--- config.mk ---
export PLATFORM = sky130hd
export DESIGN_NAME = extirq_combiner
export DESIGN_NICKNAME = d
export VERILOG_FILES = /design/src/rtl/extirq_pkg.sv /design/src/rtl/extirq_sync.sv /design/src/rtl/extirq_merge.sv /design/src/rtl/extirq_latch.sv /design/src/rtl/extirq_combiner.sv
export SDC_FILE = /design/constraint.sdc
export NUM_CORES = 1
export LEC_CHECK = 0
export CAP_MARGIN = 10
export CORE_MARGIN = 10
export CORE_UTILIZATION = 53
export CTS_CLUSTER_SIZE = 10
export DETAILED_ROUTE_END_ITERATION = 16
export DONT_BUFFER_PORTS = 1
export PLACE_DENSITY_LB_ADDON = 0.05
export SLEW_MARGIN = 20
export SYNTH_ARGS = -nofsm -noshare
export SYNTH_HDL_FRONTEND = slang
export SYNTH_SLANG_ARGS = --single-unit
--- constraint.sdc ---
create_clock -name clk -period 1.3 [get_ports clk]
set_input_delay 0.26 -clock clk [delete_from_list [all_inputs] [get_ports clk]]
set_output_delay 0.26 -clock clk [all_outputs]
set_load 0.01 [all_outputs]
--- src/rtl/extirq_pkg.sv ---
package extirq_pkg;
    typedef enum logic [1:0] {
        ST_WARM = 2'd0,
        ST_IDLE = 2'd1,
        ST_PEND = 2'd2
    } latch_state_t;

    localparam logic [15:0] IRQ_VECTOR = 16'h1FFA;
endpackage

--- src/rtl/extirq_sync.sv ---
module extirq_sync #(
    parameter int WIDTH  = 9,
    parameter int STAGES = 2
) (
    input  logic             clk,
    input  logic             rst_n,
    input  logic [WIDTH-1:0] d,
    output logic [WIDTH-1:0] q
);
    logic [STAGES-1:0][WIDTH-1:0] pipe;

    // Idle (high) value at reset: sources are active-low.
    always_ff @(posedge clk or negedge rst_n) begin
        if (!rst_n) begin
            pipe <= '1;
        end else begin
            pipe <= {pipe[STAGES-2:0], d};
        end
    end

    assign q = pipe[STAGES-1];
endmodule

--- src/rtl/extirq_merge.sv ---
module extirq_merge #(
    parameter int NUM_PORT = 8
) (
    input  logic                clk,
    input  logic                rst_n,
    input  logic                ded_n,
    input  logic [NUM_PORT-1:0] port_n,
    input  logic [NUM_PORT-1:0] src_en,
    input  logic [NUM_PORT-1:0] dir_out,
    output logic                comb_n
);
    logic [NUM_PORT-1:0] masked;

    genvar g;
    generate
        for (g = 0; g < NUM_PORT; g++) begin : g_qual
            // An unqualified pin reads as high (inactive).
            assign masked[g] = port_n[g] | ~src_en[g] | dir_out[g];
        end
    endgenerate

    assign comb_n = ded_n & (&masked);

    AST_LOW_HAS_SOURCE: assert property (@(posedge clk) disable iff (!rst_n)
        !comb_n |-> (!ded_n || ((~port_n & src_en & ~dir_out) != '0)));
    AST_OUTPUT_IGNORED: assert property (@(posedge clk) disable iff (!rst_n)
        (ded_n && ((~port_n & src_en & ~dir_out) == '0)) |-> comb_n);
endmodule

--- src/rtl/extirq_latch.sv ---
module extirq_latch
    import extirq_pkg::*;
#(
    parameter int SYNC_STAGES = 2
) (
    input  logic clk,
    input  logic rst_n,
    input  logic comb_n,
    input  logic ack,
    output logic pending
);
    localparam int CW = $clog2(SYNC_STAGES + 1) + 1;
    localparam logic [CW-1:0] WARM_LAST = CW'(SYNC_STAGES);

    latch_state_t state, state_nx;
    logic [CW-1:0] warm_cnt;
    logic          prev_n;
    logic          fall;

    assign fall = prev_n & ~comb_n;

    always_ff @(posedge clk or negedge rst_n) begin
        if (!rst_n) begin
            state    <= ST_WARM;
            warm_cnt <= '0;
            prev_n   <= 1'b1;
        end else begin
            state    <= state_nx;
            prev_n   <= comb_n;
            if (state == ST_WARM) begin
                warm_cnt <= warm_cnt + 1'b1;
            end
        end
    end

    always_comb begin
        state_nx = state;
        unique case (state)
            ST_WARM: if (warm_cnt == WARM_LAST) state_nx = ST_IDLE;
            ST_IDLE: if (fall) state_nx = ST_PEND;
            ST_PEND: if (ack && !fall) state_nx = ST_IDLE;
            default: state_nx = ST_IDLE;
        endcase
    end

    always_comb begin
        pending = (state == ST_PEND);
    end

    AST_EDGE_SETS: assert property (@(posedge clk) disable iff (!rst_n)
        (state != ST_WARM && fall) |=> (state == ST_PEND));
    AST_PEND_HOLDS: assert property (@(posedge clk) disable iff (!rst_n)
        (state == ST_PEND && !ack) |=> (state == ST_PEND));
    AST_ACK_CLEARS: assert property (@(posedge clk) disable iff (!rst_n)
        (state == ST_PEND && ack && !fall) |=> (state == ST_IDLE));
    AST_ACK_EDGE_KEEP: assert property (@(posedge clk) disable iff (!rst_n)
        (state == ST_PEND && ack && fall) |=> (state == ST_PEND));
    AST_WARM_QUIET: assert property (@(posedge clk) disable iff (!rst_n)
        (state == ST_WARM) |=> (state != ST_PEND));
endmodule

--- src/rtl/extirq_combiner.sv ---
module extirq_combiner
    import extirq_pkg::*;
#(
    parameter int NUM_PORT    = 8,
    parameter int SYNC_STAGES = 2
) (
    input  logic                clk,
    input  logic                rst_n,
    input  logic                irq_pin_n,
    input  logic [NUM_PORT-1:0] port_pin,
    input  logic [NUM_PORT-1:0] port_src_en,
    input  logic [NUM_PORT-1:0] port_dir_out,
    input  logic                level_mode,
    input  logic                irq_ack,
    output logic                irq_req,
    output logic                pin_status,
    output logic [15:0]         vector_addr
);
    localparam int SW = NUM_PORT + 1;

    logic [SW-1:0] sync_q;
    logic          comb_n;
    logic          pending;

    extirq_sync #(.WIDTH(SW), .STAGES(SYNC_STAGES)) u_sync (
        .clk   (clk),
        .rst_n (rst_n),
        .d     ({irq_pin_n, port_pin}),
        .q     (sync_q)
    );

    extirq_merge #(.NUM_PORT(NUM_PORT)) u_merge (
        .clk     (clk),
        .rst_n   (rst_n),
        .ded_n   (sync_q[SW-1]),
        .port_n  (sync_q[NUM_PORT-1:0]),
        .src_en  (port_src_en),
        .dir_out (port_dir_out),
        .comb_n  (comb_n)
    );

    extirq_latch #(.SYNC_STAGES(SYNC_STAGES)) u_latch (
        .clk     (clk),
        .rst_n   (rst_n),
        .comb_n  (comb_n),
        .ack     (irq_ack),
        .pending (pending)
    );

    assign irq_req     = pending | (level_mode & ~comb_n);
    assign pin_status  = comb_n;
    assign vector_addr = IRQ_VECTOR;

    AST_LEVEL_REQ: assert property (@(posedge clk) disable iff (!rst_n)
        (level_mode && !pin_status) |-> irq_req);
    AST_EDGE_ONLY: assert property (@(posedge clk) disable iff (!rst_n)
        (!level_mode && $past(irq_req) && !irq_req) |-> $past(irq_ack));
endmodule

======== After elaboration in Yosys (flattened, before gate mapping) ========
Index checks and enable logic that the tools add are counted.
operators by class
  add/subtract/negate cells ............... 1
  multiplexer cells ....................... 4
  multiply operators ...................... 0
  bitwise logic cells ..................... 29
  $lt $le $gt $ge ......................... 0
  reductions and logical operators ........ 5
  shift-type cells ........................ 0
  equality and inequality tests ........... 6
  div/mod/pow operators ................... 0
operators by type and width
  cell                                                              number
  1-bit OR                                                          17
  1-bit NOT                                                         9
  8-bit AND reduction                                               1
  2-bit two-way mux                                                 3
  2-bit case mux with 3 select lines                                1
  2-bit by 1-bit != test with 1-bit output (second input constant)  2
  3-bit by 1-bit adder with 3-bit output (second input constant)    1
  1-bit bitwise AND                                                 3
  3-bit by 2-bit == test with 1-bit output (second input constant)  1
  3-bit AND reduction                                               1
  2-bit by 1-bit == test with 1-bit output (second input constant)  1
  2-bit == test (second input constant)                             1
  2-bit zero test                                                   1
  2-bit != test (second input constant)                             1
  1-bit logical AND                                                 1
  1-bit zero test                                                   1
storage, ports and cells
  latch bits .............................. 0
  output and inout port bits .............. 18
  input bits .............................. 29
  memory bits (writable) .................. 0
  memories ................................ 0
  bits in registers ....................... 24
  word-level logic and storage cells ...... 50
  ROM bits ................................ 0

======== Longest topological paths before layout ========
  word-level depth ........................ 11
  mapped depth ............................ 5
  gate-level depth less buffers ........... 5

======== Hierarchy ========
Synthesis repeated with hierarchy kept, for this count alone.
unflattened totals
  cells, all modules ...................... 84
  area, all modules ....................... 1033.5 um^2
modules (own cells, without submodules)
  module           instances  area an instance (um^2)  cells each  sequential area each (um^2)
  extirq_sync      1          540.5                    27          473.0
  extirq_latch     1          272.8                    25          151.4
  extirq_combiner  1          138.9                    20          0.0
  extirq_merge     1          81.3                     12          0.0

======== Least setup slack after synthesis ========
Ideal clock, no wire load.
  kind .................................... register -> output
  start ................................... register u_sync.pipe, in the netlist u_sync.q[4]
  end ..................................... output irq_req
  cell stages (with the launch flop) ...... 6
  required time ........................... 1040 ps
  path slack .............................. -146 ps
  arrival time ............................ 1186 ps
  path buffers ............................ 0
  cell sequence ........................... dfstp_2 > nor2_1 > a22oi_1 > nand4_2 > o21ai_0 > o21ai_0
on the way
  cells in the longest elaborated chain, start to end .. 7
RTL lines
  item                    RTL line               text
  start, declared         extirq_sync.sv:10      logic [STAGES-1:0][WIDTH-1:0] pipe;
  start signal, assigned  extirq_sync.sv:17      pipe <= {pipe[STAGES-2:0], d};
  1-bit OR (2 in series)  extirq_merge.sv:18     assign masked[g] = port_n[g] | ~src_en[g] | dir_out[g];
  8-bit AND reduction     extirq_merge.sv:22     assign comb_n = ded_n & (&masked);
  1-bit bitwise AND       extirq_merge.sv:22
  1-bit NOT               extirq_combiner.sv:50  assign irq_req = pending | (level_mode & ~comb_n);
  1-bit bitwise AND       extirq_combiner.sv:50
  1-bit OR                extirq_combiner.sv:50
  end, declared           extirq_combiner.sv:15  output logic irq_req,
No other way between the ends.

======== Worst setup path in the final report ========
  start ................................... register u_sync.pipe, in the netlist u_sync.q[7]
  end ..................................... output pin_status
on the way
  cells in the longest elaborated chain, start to end .. 4
RTL lines
  item                    RTL line               text
  1-bit OR (2 in series)  extirq_merge.sv:18
  8-bit AND reduction     extirq_merge.sv:22
  1-bit bitwise AND       extirq_merge.sv:22
  end, declared           extirq_combiner.sv:16  output logic pin_status,
No other way between the ends.

==> flow_summary_export.csv <==
group,metric,value,unit
status,outcome,"complete, but fails checks",
status,violations,"negative setup slack",
floorplanning,rows,15,
worst_setup_path,crit_fanout,4,
route,antenna_left,0,
hold_path,hold_class,"in2reg",
layout,stdcell_count,126,
timing,setup_violations,4,
logic_synthesis,synth_top_cell_by_area,"dfstp_2",
power,leakage,0.000500,uW
floorplanning,chipHeight,63.4,um
grt,grt_first_pass_wirelength,2900,um
floorplanning,ios,47,
timing,tightest_slew,1.01,ns
placement,post-dp-hpwl,1390,um
logic_synthesis,syn_inst,84,
placement,place_area,992,um2
layout,seq_area,624,um2
timing,fin_crit_sh,1.32,
layout,area_delta_synth_final,17.3,%
grt,grt_pass1_vias,684,
timing,worst_slack,-0.415,ns
route,via_count,588,
placement,portBuffers,0,
placement,globalplace.congestion,0.618,
logic_synthesis,yosysSeqAreaShare,0.625,
layout,drive_gt1_frac,0.396,
route,drtIter0Drc,2,
route,firstDrtPassIters,3,
layout,final_cell_mix,"dfstp_2, conb_1, dlygate4sd3_1",
timing,rsz0062_at_grt,"yes",
floorplanning,start_util,0.566,
floorplanning,fp.dieW,63.4,um
clock_network,cts_root_buf,"clkbuf_4",
layout,nets,133,
logic_synthesis,ys_ff_latch,24,
grt,grt-ovfl-total,0,
flow_run,cap_violations,0,
grt,grt_max_degree,25,
floorplanning,dieArea,4020,um2
logic_synthesis,syn_area,998,um2
timing,finalHoldViolCount,0,
route,drc,0,
timing,fin_skew,0.00653,ns
logic_synthesis,synth_area_per_cell,11.9,um2
worst_setup_path,critical_path_class,"reg2out",
timing,relSlewSlack,0.323,
logic_synthesis,netlist-cell-type-count,19,
worst_setup_path,cp.required,1.04,ns
logic_synthesis,synthTopCellsByArea,"dfstp_2, dfrtp_1, buf_4",
route,drt_wl_total,1810,um
logic_synthesis,yosysWarningCount,0,
clock_network,htree_levels,1,
route,routedWlPerCell,14.3,um
timing,hold_ws,0.152,ns
layout,final_common_cell,"dfstp_2",
timing,drv_slew,0,
worst_setup_path,endpoint_kind,"output pin",
placement,dp.cells,111,
placement,dpl_worst_slack,-0.180,ns
layout,multi_input_area,330,um2
clock_network,worstSkewPairLatency,0.30,ns
grt,antenna_found_initial,0,
layout,postLayoutCellArea,1170,um2
floorplanning,core_area,1760,um2
worst_setup_path,arrival,1.45,ns
timing,fmaxAchievable,583,MHz
clock_network,cts_tree,"yes",
clock_network,path_clk_slew,0.12,ns
route,routed_via_density,4.67,
clock_network,cts.sinks,24,
clock_network,numCtsBuffers,3,
timing,min_period,1.71,ns
grt,grtUsageTotal,0.0894,
power,powerDensity,1450,nW/um2
clock_network,cts_buffer_depth,2,
layout,final.fill_count,128,
layout,diodes,0,
worst_setup_path,start_kind,"register",
logic_synthesis,synth_top_area_share,0.500,
power,vdd_drop_max,0.000953,V
sequential cells by signal (all words and copies together) (netlist names):
signal and count:
u_latch.warm_cnt 3, u_latch.state 2, u_sync.pipe 9, u_sync.q 9
u_latch.prev_n 1
worst max-delay path, cell delays in order (launching register included):
cell and delay [ns]:
dfstp_2 0.53, nor2_1 0.05, a22oi_2 0.19, nand2_2 0.12, nor2_2 0.12, buf_4 0.13
kinds of logic (layout without fill, tap and decap cells):
logic type | Yosys count | in the layout | synth area share
other | 2 | 16 | 0.00752
XOR/XNOR | 2 | 2 | 0.0175
AND/OR/NAND/NOR | 23 | 23 | 0.108
adder cells (fa/ha/maj) | 2 | 2 | 0.0251
flip-flops | 24 | 24 | 0.625
buffers and inverters | 19 | 22 | 0.132
AO/OA/AOI/OAI | 12 | 12 | 0.0852
Yosys cell counts:
cell type	number
dfrtp_1	5
o21ai_0	3
o211ai_2	1
inv_1	3
a221o_1	1
nand4_2	1
nor2_1	12
a21oi_1	2
conb_1	2
dfstp_2	19
ha_1	2
a22oi_1	4
xnor2_1	2
nand2_2	1
nand2_1	6
o211ai_1	1
nor2b_1	2
nor4b_1	1
buf_4	16
path summary, 6_finish.rpt:
path,startpoint,to,slack (ns),cells past startpoint
worst max-delay path,u_sync.q[7]$_DFF_PN1_,pin_status,-0.41,5
max in group asynchronous,rst_n,u_latch.state[0]$_DFFE_PN0P_,0.13,1
worst min register to register,u_sync.pipe[5]$_DFF_PN1_,u_sync.q[5]$_DFF_PN1_,0.36,0
min in group asynchronous,rst_n,u_latch.warm_cnt[2]$_DFFE_PN0N_,0.56,1
worst max register to register,u_sync.q[4]$_DFF_PN1_,u_latch.state[0]$_DFFE_PN0P_,-0.11,6
worst min-delay path,irq_ack,u_latch.state[1]$_DFFE_PN0P_,0.15,3
per-layer routing:
| layer | routed length [um] | part of all wire | global-route usage | vias to the layer above |
|---|---|---|---|---|
| li1 | - | - | - | 273 |
| met5 | 0 | 0 | 0 | - |
| met1 | 554 | 0.31 | 0.0738 | 281 |
| met2 | 919 | 0.51 | 0.153 | 32 |
| met3 | 321 | 0.18 | 0.0689 | 2 |
| met4 | 10 | 0.0055 | 0.0410 | 0 |
area by class of cell:
class / count / area share
Clock buffer: 4 / 0.0310
Timing Repair Buffer: 15 / 0.118
Multi-Input combinational cell: 55 / 0.282
Tap cell: 25 / 0.0267
Sequential cell: 24 / 0.533
Inverter: 3 / 0.00962
stage by stage:
stage | utilization | power, uW | setup TNS (ns)
3_3_place_gp | 0.562 | 1270 | -0.424
3_5_place_dp | 0.562 | 1280 | -0.514
6_report | 0.664 | 1700 | -0.946
4_1_cts | 0.662 | 1730 | -1.01
5_1_grt | 0.664 | 1820 | -1.34
2_1_floorplan | - | 1240 | -0.106
power breakdown:
part	leakage [uW]	internal [uW]	switching (uW)
Clock	0.0000210	171	202
Sequential	0.000259	877	86.3
Combinational	0.000220	175	186
Total	0.000500	1220	474
repair_timing:
item	4_1_cts	5_1_grt
resized for setup	9	1
hold buffers	10	0
endpoints found under the setup margin	5	5
pin swaps	6	0
setup buffers	2	0
hold endpoints to repair	33	0
Power figures use the tool's default switching activity.
